===== src/rtl/cplx_alu_pkg.sv =====
`timescale 1ns/1ps
package cplx_alu_pkg;
  typedef enum logic [1:0] {
    OP_ADD  = 2'b00,
    OP_SUB  = 2'b01,
    OP_NEG  = 2'b10,
    OP_CONJ = 2'b11
  } cplx_op_e;

  localparam int NUM_LANES = 2;
  localparam int LANE_RE   = 0;
  localparam int LANE_IM   = 1;
endpackage


===== src/rtl/cplx_operand_sel.sv =====
`timescale 1ns/1ps
// Routes operands to the per-lane adders so that one adder pair serves
// all four operations: x + y or x - y on each lane.
module cplx_operand_sel
  import cplx_alu_pkg::*;
#(
  parameter int W = 16
) (
  input  cplx_op_e             op,
  input  logic signed [W-1:0]  a_re,
  input  logic signed [W-1:0]  a_im,
  input  logic signed [W-1:0]  b_re,
  input  logic signed [W-1:0]  b_im,
  output logic signed [W-1:0]  x_re,
  output logic signed [W-1:0]  y_re,
  output logic                 sub_re,
  output logic signed [W-1:0]  x_im,
  output logic signed [W-1:0]  y_im,
  output logic                 sub_im
);
  always_comb begin
    x_re = a_re; y_re = b_re; sub_re = 1'b0;
    x_im = a_im; y_im = b_im; sub_im = 1'b0;
    unique case (op)
      OP_ADD: ;
      OP_SUB: begin
        sub_re = 1'b1;
        sub_im = 1'b1;
      end
      OP_NEG: begin
        x_re = '0; y_re = a_re; sub_re = 1'b1;
        x_im = '0; y_im = a_im; sub_im = 1'b1;
      end
      OP_CONJ: begin
        y_re = '0;
        x_im = '0; y_im = a_im; sub_im = 1'b1;
      end
      default: ;
    endcase
  end
endmodule


===== src/rtl/sat_lane_adder.sv =====
`timescale 1ns/1ps
// One lane: exact sum in W+2 bits, then clamp to the W-bit signed range.
module sat_lane_adder #(
  parameter int W = 16
) (
  input  logic signed [W-1:0] x,
  input  logic signed [W-1:0] y,
  input  logic                sub,
  output logic signed [W-1:0] sum,
  output logic                ovf,
  output logic                unf
);
  localparam int EW = W + 2;

  logic signed [EW-1:0] x_ext, y_ext, exact;
  logic [1:0]           guard;

  always_comb begin
    x_ext = {{2{x[W-1]}}, x};
    y_ext = {{2{y[W-1]}}, y};
    exact = sub ? (x_ext - y_ext) : (x_ext + y_ext);
    guard = exact[EW-2:W-1];
    ovf   = !exact[EW-1] && (guard != 2'b00);
    unf   =  exact[EW-1] && (guard != 2'b11);
    if (ovf)      sum = {1'b0, {(W-1){1'b1}}};
    else if (unf) sum = {1'b1, {(W-1){1'b0}}};
    else          sum = exact[W-1:0];
  end
endmodule


===== src/rtl/cplx_sat_alu.sv =====
`timescale 1ns/1ps
module cplx_sat_alu
  import cplx_alu_pkg::*;
#(
  parameter int W = 16
) (
  input  logic         clk,
  input  logic         rst_n,
  input  logic         opd_valid,
  output logic         opd_ready,
  input  logic [1:0]   opd_op,
  input  logic [W-1:0] opd_a_re,
  input  logic [W-1:0] opd_a_im,
  input  logic [W-1:0] opd_b_re,
  input  logic [W-1:0] opd_b_im,
  output logic         res_valid,
  input  logic         res_ready,
  output logic [W-1:0] res_re,
  output logic [W-1:0] res_im,
  output logic         res_re_ovf,
  output logic         res_re_unf,
  output logic         res_im_ovf,
  output logic         res_im_unf
);
  logic signed [W-1:0] lx [NUM_LANES];
  logic signed [W-1:0] ly [NUM_LANES];
  logic                lsub [NUM_LANES];
  logic signed [W-1:0] lsum [NUM_LANES];
  logic                lovf [NUM_LANES];
  logic                lunf [NUM_LANES];

  logic accept;

  cplx_operand_sel #(.W(W)) sel_i (
    .op     (cplx_op_e'(opd_op)),
    .a_re   (opd_a_re),
    .a_im   (opd_a_im),
    .b_re   (opd_b_re),
    .b_im   (opd_b_im),
    .x_re   (lx[LANE_RE]),
    .y_re   (ly[LANE_RE]),
    .sub_re (lsub[LANE_RE]),
    .x_im   (lx[LANE_IM]),
    .y_im   (ly[LANE_IM]),
    .sub_im (lsub[LANE_IM])
  );

  for (genvar g = 0; g < NUM_LANES; g++) begin : g_lane
    sat_lane_adder #(.W(W)) add_i (
      .x   (lx[g]),
      .y   (ly[g]),
      .sub (lsub[g]),
      .sum (lsum[g]),
      .ovf (lovf[g]),
      .unf (lunf[g])
    );
  end

  assign opd_ready = !res_valid || res_ready;
  assign accept    = opd_valid && opd_ready;

  always_ff @(posedge clk or negedge rst_n) begin
    if (!rst_n) begin
      res_valid  <= 1'b0;
      res_re     <= '0;
      res_im     <= '0;
      res_re_ovf <= 1'b0;
      res_re_unf <= 1'b0;
      res_im_ovf <= 1'b0;
      res_im_unf <= 1'b0;
    end else begin
      if (opd_ready) res_valid <= opd_valid;
      if (accept) begin
        res_re     <= lsum[LANE_RE];
        res_im     <= lsum[LANE_IM];
        res_re_ovf <= lovf[LANE_RE];
        res_re_unf <= lunf[LANE_RE];
        res_im_ovf <= lovf[LANE_IM];
        res_im_unf <= lunf[LANE_IM];
      end
    end
  end
endmodule


===== config.mk =====
export PLATFORM = sky130hd
export DESIGN_NAME = cplx_sat_alu
export DESIGN_NICKNAME = d
export VERILOG_FILES = /design/src/rtl/cplx_alu_pkg.sv /design/src/rtl/cplx_operand_sel.sv /design/src/rtl/sat_lane_adder.sv /design/src/rtl/cplx_sat_alu.sv
export SDC_FILE = /design/constraint.sdc
export NUM_CORES = 1
export LEC_CHECK = 0
export BUFFER_PORTS_ARGS = -buffer_cell sky130_fd_sc_hd__buf_2
export CELL_PAD_IN_SITES_DETAIL_PLACEMENT = 0
export CELL_PAD_IN_SITES_GLOBAL_PLACEMENT = 1
export CORE_MARGIN = 5
export CORE_UTILIZATION = 32
export CTS_BUF_LIST = sky130_fd_sc_hd__clkbuf_8
export CTS_CLUSTER_DIAMETER = 40
export DETAILED_ROUTE_END_ITERATION = 7
export PLACE_DENSITY = 0.7
export SYNTH_ARGS = -nofsm -noshare
export SYNTH_HDL_FRONTEND = slang
export SYNTH_HIERARCHICAL = 1
export SYNTH_SLANG_ARGS = --single-unit

===== constraint.sdc =====
create_clock -name clk -period 1.25 [get_ports clk]
set_input_delay 0.0625 -clock clk [delete_from_list [all_inputs] [get_ports clk]]
set_output_delay 0.0625 -clock clk [all_outputs]
set_load 0.01 [all_outputs]

* Word-level counts from Yosys, hierarchy flattened
Index checks and enable logic that the tools add are counted.
** Word-level totals
- Bits in registers :: 37
- Latch bits :: 0
- Memory bits (writable) :: 0
- ROM bits :: 0
- Input port bits :: 70
- Output and inout bits :: 38
- Word-level logic and storage cells :: 42
- Memories :: 0
** Cells by class
- $add $sub $neg :: 4
- $mul :: 0
- Div/mod/pow operators :: 0
- $lt $le $gt $ge :: 0
- Equal/unequal tests :: 5
- Shift-type cells :: 0
- Multiplexer cells :: 12
- Bitwise logic cells :: 0
- Reduce and logical (&&, ||, !) cells :: 14
** Operators with widths (count)
- 16-bit two-way mux :: 7
- 18-bit two-way mux :: 2
- 16-bit by 16-bit adder with 17-bit output :: 2
- 16-bit by 16-bit subtractor with 17-bit output :: 2
- 16-bit case mux with 2 select lines :: 1
- 1-bit logical AND :: 5
- 2-bit equality test, second input constant :: 2
- 2-bit inequality test, second input constant :: 2
- 2-bit nonzero test :: 2
- 2-bit OR reduction :: 2
- 1-bit zero test :: 3
- 3-bit OR reduction :: 1
- 2-bit by 1-bit equality test with 1-bit output, second input constant :: 1
- 1-bit two-way mux :: 2
- 1-bit logical OR :: 1

* Depth between registers and ports, before layout
- Word-level depth :: 9
- Depth in mapped cells :: 23
- Mapped depth without buffers :: 19

* By module
The synthesis kept the hierarchy.
** By module, submodules not included
- cplx_sat_alu :: times used 1, cells each 79, area an instance 1508.9 µm², sequential area each 925.9 µm²
- sat_lane_adder at g_lane[1].add_i :: times used 1, cells each 176, area an instance 1336.3 µm², sequential area each 0.0 µm²
- sat_lane_adder at g_lane[0].add_i :: times used 1, cells each 182, area an instance 1307.5 µm², sequential area each 0.0 µm²
- cplx_operand_sel :: times used 1, cells each 80, area an instance 728.2 µm², sequential area each 0.0 µm²

* Least setup slack after synthesis
Ideal clock, no wire load.
- Kind :: input -> register
- From :: in opd_op[0]
- To :: reg res_im[8]
- Library setup time :: 0.125 ns
- Arrival :: 4.187 ns
- Required time :: 1.125 ns
- Slack :: -3.062 ns
- Stages on the path :: 19
- Buffers on the path :: 3
- Cells stage by stage :: inv_1 > ha_1 > nor2_4 > buf_12 > mux2_4 > nor3_1 > a21oi_1 > nor2_1 > o21ai_0 > xnor2_1 > ha_1 > clkbuf_1 > nand4_1 > o311ai_1 > o21ai_1 > xor2_2 > buf_4 > maj3_1 > mux2_4
** RTL lines
- start, declared :: RTL line cplx_sat_alu.sv:11 : input logic [1:0] opd_op,
- end signal, assigned :: RTL line cplx_sat_alu.sv:75 : res_im <= lsum[LANE_IM];
- end, declared :: RTL line cplx_sat_alu.sv:19 : output logic [W-1:0] res_im,

==> results.md <==
- CTS Buffer Depth: 2
- Routability Congestion: 0.8342
- Synthesized flop and latch total: 37
- Commonest non-fill, non-tap cells in the layout: 165 x buf_4, 105 x buf_2, 45 x mux2_4
- Max_cap viols: 0
- WP data required: 1.43 ns
- Fin. max-slew vios: 0
- Commonest non-fill, non-tap cell in the layout: buf_4
- Tot Pwr: approximately 11 mW
- Post-synth EDFFs: 0
- Pwr per Cell Area: roughly 1500 nW/um^2
- Root buf cell: clkbuf_8
- Fin area: about 7300 sq um
- Nets: 898
- R2r endpoint: res_re[15]$_DFFE_PN0P_
- Total gr overflow: 0
- Fin. Hold Viols: 0
- Worst hold path depth: 2
- Reg-to-reg slack, setup: roughly 0.030 ns
- Fin crit share: 2.917
- Tightest Pin Transition: 0.4451 ns
- Failing checks: negative setup slack
- Vias per cell: 4.719
- Worst Hold End: res_valid$_DFFE_PN0P_
- IO Port Bufs: around 110
- Clk_lat worst skew: a little under 0.3 ns
- Reg area: 925.9 sq um
- CP max stage cell: mux2_4
- Syn Area/Cell: about 9.4 sq um
- CTS Sinks: 37
- Worst vdd ir: ~0.87 mV
- Synth warn: 6
- Initial Util: 0.3235
- Area grow syn2layout: 50.09%
- Die area: roughly 18,000 sq um
- Clock Skews: 0.007807 ns
- Crit start category: input port
- Vias in the first global route: approximately 4.6k
- Status: complete, but fails checks
- HP Class: in2reg
- Synth cell types: between 60 and 70
- # rows: between 40 and 50
- Worst setup EP type: flip-flop
- DR iter-0 viols: between 100 and 150
- Die height: 133.5 um
- TritonCTS Buffers: 5
- Leak pwr: about 3.7 nW
- Post-DP HPWL: 11.53 mm
- Fraction of registers with async set/reset: 1.000
- Core area: between 15,000 and 20,000 sq um
- Mapped Cells: 517
- CTS tree: done
- Seq/Total Area, Yosys: 0.1897
- Filler cell count: approximately 1.4k
- I/O pins: about 110
- Die W: between 100 and 150 um
- Hold path startpoint: opd_valid
- Clock-pin transition on the worst setup and hold timing paths: roughly 0.080 ns
- Area post-placement: roughly 6900 sq um
- CP max FO: 8
- Worst Path Arrival: around 3.8 ns
- Reg-to-reg startpoint: res_valid$_DFFE_PN0P_
- H-Tree Depth: 2
- Fmax: 274.3 MHz
- # setup viols final: 36
- RSZ-0062 raised after global routing: true
- Initial antenna violation count: 1
- Routed wire length: 13.45 mm
- Worst rel slew slack: 0.7032
- Setup TNS: -83.60 ns
- Tmin final: approximately 3.6 ns
- Worst-path cell chain: buf_12 -> inv_12 -> ha_4 -> nor2_4 -> buf_12 -> buf_8 -> mux2_4 -> nor3_4 -> and3_4 -> a21o_1 -> o21ai_2 -> xnor2_1 -> ha_1 -> buf_6 -> o21a_1 -> o221ai_2 -> o311ai_1 -> o21ai_1 -> xor2_2 -> clkbuf_16 -> maj3_2 -> mux2_4
- Layout cell share with drive strength beyond 1: 0.5349
- Gr usage total: 0.1444
- Syn nets: 627
- Crit Path Category: in2reg
- Via count: 4,615
- ANT nets after route: 0
- R2R cell count: 4
- Slowest stage delay, CP: ~0.32 ns
- Area of the multi-input gates: 3850 sq um
- Setup ws final: -2.396 ns
- DRC violations left: 0
- DR pass1 iterations: 4
- Largest net degree at the start of global routing: 38
- Wire length per cell: about 14 um
- Top_reg_cell synth: dfrtp_1
- Cell Area, Synth: a little under 5000 sq um
- First-pass GRT wire length: between 20 and 25 mm
==> cell type report <==
class | count | share of cell area
well taps | 188 | 0.03211
multi-input cells | 429 | 0.5255
repair buffers | 289 | 0.2849
clock inverters | 3 | 0.006319
inverters | 26 | 0.01503
diodes | 1 | 0.0003416
clock buffers | 5 | 0.009394
flip-flops and latches | 37 | 0.1264
==> metrics by stage <==
step,utilization,std cells,setup WS [ns],hold WS [ns]
5_1_grt,0.4855,978,-2.598,0.01146
6_report,0.4855,978,-2.396,0.01567
2_1_floorplan,-,517,-2.533,-0.2331
3_5_place_dp,0.4595,954,-2.914,0.1279
4_1_cts,0.4784,972,-2.433,0.007348
3_3_place_gp,0.4595,954,-2.784,0.1255
==> how the worst max path moves through the flow <==
stage | startpoint | to | slack (ns)
2_1_floorplan | opd_op[0] | res_im[0]$_DFFE_PN0P_ | -2.53
3_5_place_dp | opd_op[0] | res_im[2]$_DFFE_PN0P_ | -2.91
4_1_cts | opd_op[0] | res_im[11]$_DFFE_PN0P_ | -2.43
5_1_grt | opd_op[0] | res_im[9]$_DFFE_PN0P_ | -2.60
3_3_place_gp | opd_op[0] | res_im[4]$_DFFE_PN0P_ | -2.78
6_report | opd_op[0] | res_im[13]$_DFFE_PN0P_ | -2.40
==> sequential cells by signal, indices dropped and copies added (netlist names) <==
name        count
res_re         16
res_im_unf      1
res_im_ovf      1
res_valid       1
res_im         16
res_re_ovf      1
res_re_unf      1
==> logic make-up (layout without fill, tap and decap cells) <==
group,count (synthesis),in the layout,share of synthesized area
AO/OA/AOI/OAI,131,131,0.1907
XOR/XNOR,58,58,0.1102
adder cells (fa/ha/maj),56,56,0.1405
buffers and inverters,51,323,0.05691
flip-flops,37,37,0.1897
multiplexers,56,56,0.1628
other,0,1,0
AND/OR/NAND/NOR,128,128,0.1492
==> timing repair <==
action | in CTS | in global routing
hold endpoints to repair | 37 | 0
pin swaps | 18 | 10
gates cloned | 1 | 1
buffers inserted | 8 | 4
hold buffers | 1 | 0
setup endpoints to repair | 36 | 36
gates resized for setup | 17 | 20
==> power by group <==
group / switching, mW / leakage, nW / internal (mW)
clock: 0.417 / 0.0544 / 0.596
combinational: 3.41 / 3.18 / 4.46
sequential: 0.369 / 0.439 / 1.80
total: 4.20 / 3.68 / 6.85
==> cell usage after synthesis (6+ instances only) <==
| library cell | instances | area, sq um |
|---|---|---|
| xnor2_1 | 39 | 341.6 |
| a21oi_1 | 26 | 130.1 |
| and2b_2 | 6 | 52.55 |
| maj3_1 | 8 | 80.08 |
| mux2_2 | 11 | 123.9 |
| a21o_1 | 15 | 112.6 |
| clkbuf_1 | 12 | 45.04 |
| nor3_1 | 9 | 45.04 |
| a22o_1 | 16 | 140.1 |
| xor2_1 | 15 | 131.4 |
| nand2_1 | 13 | 48.80 |
| ha_1 | 38 | 475.5 |
| buf_6 | 8 | 90.09 |
| mux2_4 | 44 | 660.6 |
| a31oi_1 | 14 | 87.58 |
| maj3_2 | 8 | 90.09 |
| o21ai_0 | 19 | 95.09 |
| inv_1 | 25 | 93.84 |
| nor2_1 | 36 | 135.1 |
| dfrtp_1 | 37 | 925.9 |
| and2_1 | 19 | 118.9 |
| nand2b_1 | 9 | 56.30 |
| nor2b_1 | 13 | 81.33 |
==> worst max-delay path: cells and delay by family <==
kind                       cells  cell delay [ns]
AOI/OAI and AO/OA              6             0.83
buffers and inverters          6             0.71
muxes                          2             0.59
and+or+nand+nor                3             0.54
adders and majority gates      3             0.75
xor gates and xnor gates       2             0.33
==> per-layer routing <==
metal	vias to the layer above	global-route usage	share of wire
met3	10	0.01586	0.042
met5	-	0	0
met4	0	0.02971	0.013
met2	96	0.2500	0.47
li1	2406	-	-
met1	2103	0.1950	0.47
No activity file was read; power rests on OpenSTA's default activity.
